===== config.mk =====
export PLATFORM = sky130hd
export DESIGN_NAME = usr_top
export DESIGN_NICKNAME = d
export VERILOG_FILES = /design/src/rtl/usr_pkg.sv /design/src/rtl/usr_next_state.sv /design/src/rtl/usr_store.sv /design/src/rtl/usr_top.sv
export SDC_FILE = /design/constraint.sdc
export NUM_CORES = 1
export LEC_CHECK = 0
export CORE_AREA = 8 8 45 47
export CTS_CLUSTER_DIAMETER = 40
export DETAILED_ROUTE_END_ITERATION = 7
export DIE_AREA = 0 0 53 55
export HOLD_SLACK_MARGIN = 0.05
export PLACE_DENSITY = 0.46
export SLEW_MARGIN = 20
export SYNTH_ARGS = -nofsm -noshare
export SYNTH_HDL_FRONTEND = slang
export SYNTH_SLANG_ARGS = --single-unit

===== constraint.sdc =====
create_clock -name clk -period 1.8 [get_ports clk]
set_input_delay 0.54 -clock clk [delete_from_list [all_inputs] [get_ports clk]]
set_output_delay 0.54 -clock clk [all_outputs]
set_load 0.005 [all_outputs]

===== src/rtl/usr_pkg.sv =====
package usr_pkg;
  typedef enum logic [1:0] {
    MODE_LOAD = 2'b00,
    MODE_SHR  = 2'b01,
    MODE_SHL  = 2'b10,
    MODE_HOLD = 2'b11
  } usr_mode_e;
endpackage


===== src/rtl/usr_next_state.sv =====
module usr_next_state
  import usr_pkg::*;
#(
  parameter int W = 4
) (
  input  usr_mode_e      mode_sel,
  input  logic [W-1:0]   cur,
  input  logic [W-1:0]   par_d,
  input  logic           ser_right_in,
  input  logic           ser_left_in,
  output logic [W-1:0]   nxt,
  output logic           upd
);
  // Per-bit source selection: each bit sees its upper and lower neighbour.
  for (genvar i = 0; i < W; i++) begin : g_bit
    logic from_upper;
    logic from_lower;
    if (i == W - 1) begin : g_top
      assign from_upper = ser_right_in;
    end else begin : g_mid_u
      assign from_upper = cur[i+1];
    end
    if (i == 0) begin : g_bot
      assign from_lower = ser_left_in;
    end else begin : g_mid_l
      assign from_lower = cur[i-1];
    end
    always_comb begin
      unique case (mode_sel)
        MODE_LOAD: nxt[i] = par_d[i];
        MODE_SHR:  nxt[i] = from_upper;
        MODE_SHL:  nxt[i] = from_lower;
        default:   nxt[i] = cur[i];
      endcase
    end
  end

  assign upd = (mode_sel != MODE_HOLD);
endmodule


===== src/rtl/usr_store.sv =====
module usr_store #(
  parameter int W = 4
) (
  input  logic         clk,
  input  logic         rst,
  input  logic         en,
  input  logic [W-1:0] d,
  output logic [W-1:0] q
);
  always_ff @(posedge clk) begin
    if (rst)     q <= '0;
    else if (en) q <= d;
  end


  reset_clear_chk: assert property (@(posedge clk) rst |=> q == '0)
    else $error("reset did not clear register");


  hold_value_chk: assert property (@(posedge clk) disable iff (rst)
    !en |=> q == $past(q))
    else $error("register changed while disabled");
endmodule


===== src/rtl/usr_top.sv =====
module usr_top
  import usr_pkg::*;
#(
  parameter int W = 4
) (
  input  logic         clk,
  input  logic         rst,
  input  logic [1:0]   mode,
  input  logic [W-1:0] par_d,
  input  logic         ser_right_in,
  input  logic         ser_left_in,
  output logic [W-1:0] q
);
  usr_mode_e    mode_e;
  logic [W-1:0] nxt;
  logic         upd;

  assign mode_e = usr_mode_e'(mode);

  usr_next_state #(.W(W)) u_next (
    .mode_sel     (mode_e),
    .cur          (q),
    .par_d        (par_d),
    .ser_right_in (ser_right_in),
    .ser_left_in  (ser_left_in),
    .nxt          (nxt),
    .upd          (upd)
  );

  usr_store #(.W(W)) u_store (
    .clk (clk),
    .rst (rst),
    .en  (upd),
    .d   (nxt),
    .q   (q)
  );


  load_value_chk: assert property (@(posedge clk) disable iff (rst)
    mode == 2'b00 |=> q == $past(par_d))
    else $error("load mismatch");


  shift_right_chk: assert property (@(posedge clk) disable iff (rst)
    mode == 2'b01 |=> q == {$past(ser_right_in), $past(q[W-1:1])})
    else $error("right shift mismatch");


  shift_left_chk: assert property (@(posedge clk) disable iff (rst)
    mode == 2'b10 |=> q == {$past(q[W-2:0]), $past(ser_left_in)})
    else $error("left shift mismatch");
endmodule


==> results of run 1 <==
[stage by stage]
stage	std cells	util	area, sq um
after floorplan	32	-	274.0
after global placement	64	0.3201	442.9
after detailed placement	64	0.3201	442.9
after CTS	67	0.3382	467.9
after global routing	67	0.3608	499.2
final	67	0.3608	499.2
[routing by layer]
| layer | part of all wire | up-vias |
|---|---|---|
| met5 | 0 | - |
| met3 | 0.12 | 0 |
| li1 | - | 154 |
| met1 | 0.44 | 131 |
| met2 | 0.45 | 10 |
| met4 | 0 | 0 |
[worst max-delay path by stage]
stage / cells past startpoint / slack [ps] / to / startpoint
after global routing: 1 / 20 / q[2] / u_store.q[2]$_SDFFE_PP0P_
after floorplan: 6 / 330 / u_store.q[0]$_SDFFE_PP0P_ / mode[0]
after CTS: 6 / 40 / u_store.q[3]$_SDFFE_PP0P_ / mode[0]
after detailed placement: 6 / -250 / u_store.q[3]$_SDFFE_PP0P_ / mode[0]
after global placement: 6 / -220 / u_store.q[3]$_SDFFE_PP0P_ / mode[0]
final: 1 / 80 / q[2] / u_store.q[2]$_SDFFE_PP0P_
[cells in the final DEF, fill, tap and decap left out]
cell type	instances
a211o_1	3
a21oi_1	3
a21oi_2	1
a221o_1	1
a221oi_2	3
a22oi_1	1
buf_4	5
clkbuf_4	3
clkdlybuf4s50_1	13
dfxtp_1	4
ha_1	1
ha_2	1
ha_4	1
inv_1	6
nand2_1	3
nor2_1	1
nor2_2	1
[power by group through the flow]
stage / clock network [mW] / registers [mW] / logic [mW]
after CTS: 0.115 / 0.106 / 0.0929
final: 0.109 / 0.107 / 0.102
after global placement: 0 / 0.107 / 0.0909
after global routing: 0.127 / 0.109 / 0.112
after floorplan: 0 / 0.106 / 0.0413
after detailed placement: 0 / 0.107 / 0.0912
[kinds of logic after synthesis]
logic type | count (synthesis) | synth area share
AOI/OAI and AO/OA | 12 | 0.3425
and+or+nand+nor | 5 | 0.07762
adders and majority gates | 3 | 0.1370
buffers and inverters | 8 | 0.1507
DFF | 4 | 0.2922
[repair_timing]
item / 4_1_cts / 5_1_grt
gates cloned: 0 / 0
gates resized for setup: 1 / 5
endpoints found under the setup margin: 1 / 3
[cell type report]
class                           count  area (sq um)  area share
Clock buffer                        3         22.52     0.04511
Multi-Input combinational cell     20         186.4      0.3734
Sequential cell                     4         80.08      0.1604
Timing Repair Buffer               18         167.7      0.3358
Inverter                            6         22.52     0.04511
Tap cell                           16         20.02     0.04010
==> results.ini, run 1 <==
[timing]
worstMarginPinSlew_ps=202.6
relSlewSlack=0.8649
setup_ws_ps=83.69
finalCriticalPeriod_ps=1716
slew_violations=0
clock.fmax_mhz=582.6
fin_setup_tns_ps=0
fin_skew_ps=3.105
min_period_over_period=0.9535
hold_viol_final=0
setup_viol=0
hold_ws_ps=484.1
rsz0062_at_grt=no

[floorplanning]
ioPinCount=14
die_h_microns=55
rows=14
floorplan.die_area_sq_um=2915
start_util=0.1980
die_w_microns=53
core_area_sq_um=1384

[critical_path]
worstReg2RegStart=u_store.q[2]$_SDFFE_PP0P_
critical_path_arrival_ps=1180
worst_setup_path_end_kind=output pin
worstPathMaxFanout=4
ff2ff_path_depth=3
required_ps=1260
rrSetupSlack_ps=810
slowest_stage=clkdlybuf4s50_1
max_stage_delay_ps=540
critPathBufInv=1
path_class=reg2out
crit_chain=clkdlybuf4s50_1
start_kind=flop
cp_top_family=buffers and inverters
regToRegEndpoint=u_store.q[2]$_SDFFE_PP0P_

[grt]
grtUsageTotal=0.06175
grt-busiest-layer=met2
first_global_vias=321
grt_pass1_wl_microns=1317
use_met1=0.06687
grt_max_degree=9
grt_antenna_before_repair=0
met3_usage=0.05348
gr-total-overflow=0
use_met2=0.08984

[cts]
cts.path.max_buffers=2
numCtsBuffers=3
cts.sinks=4
clkTransAtPathRegs_ps=40
htree_levels=1
postCtsSetupRepairBufs=0
cts_root_buf=clkbuf_4
cts-hold-fix-buffers=0
cts_tree=done
insertion_delay_ps=230

[pwr]
seq_power_share=0.337
power_mw=0.3175
ir_worst_vdd_v=0.0003115
powerDensity_nw_per_um2=636.0
sw_frac_of_total=0.2540
power.internal_mw=0.2369
combPwrFrac=0.320
p_switching_mw=0.08064
power_leakage_nw=0.2168
clkPwrFrac=0.343

[synthesis]
synth_top_cell_by_area=dfxtp_1
synth_warnings=0
synth_cell_types=14
yosys.area.top_type_share=0.2922
synth_edf_count=0
synth_area_leaders=dfxtp_1, ha_1, a211o_1
yosysMostFrequentCell=inv_1
syn_area_sq_um=274.0
ys_ff_latch=4
synth-seq-area-share=0.2922
syn_nets=45
avgSynthCellArea_sq_um=8.563
synthCells=32
ys.flop_type=dfxtp_1
async_reset_ff_frac=0
ys_top_cells_by_count=inv_1, dfxtp_1

[place]
dpl.hpwl_microns=620.5
gp_congestion=0.7217
portBuffers=13
dp_slack_ps=-249.8

[drt]
drt-vias-per-instance=4.403
antenna_left=0
wirelength_microns=778
drtIter0Drc=3
via_count=295
drc=0
wl_per_cell_microns=11.61
drt-pass1-iter-count=4

[layout]
reg_top3=u_store.q: 4 flops
max_flop_register=u_store.q
nets=66
drive_gt1_frac=0.2941
largest_reg_flops=4
area_delta_synth_final_pct=82.19
fill_cells=149
num_antenna_cells=0

[worst_hold_path]
hold_path_class=reg2reg
hp-start=u_store.q[0]$_SDFFE_PP0P_
whs_path_depth=2
holdPathEnd=u_store.q[0]$_SDFFE_PP0P_

[job]
cap_violations=0

[outcome]
status=finished clean

No activity file was read; power rests on OpenSTA's default activity.
==> run 2, diff against run 1 <==
Settings changed: HOLD_SLACK_MARGIN 0.05 to 0.15.
==> results of run 2 <==
The final DEF is identical to that of run 1; final timing and power are the same.
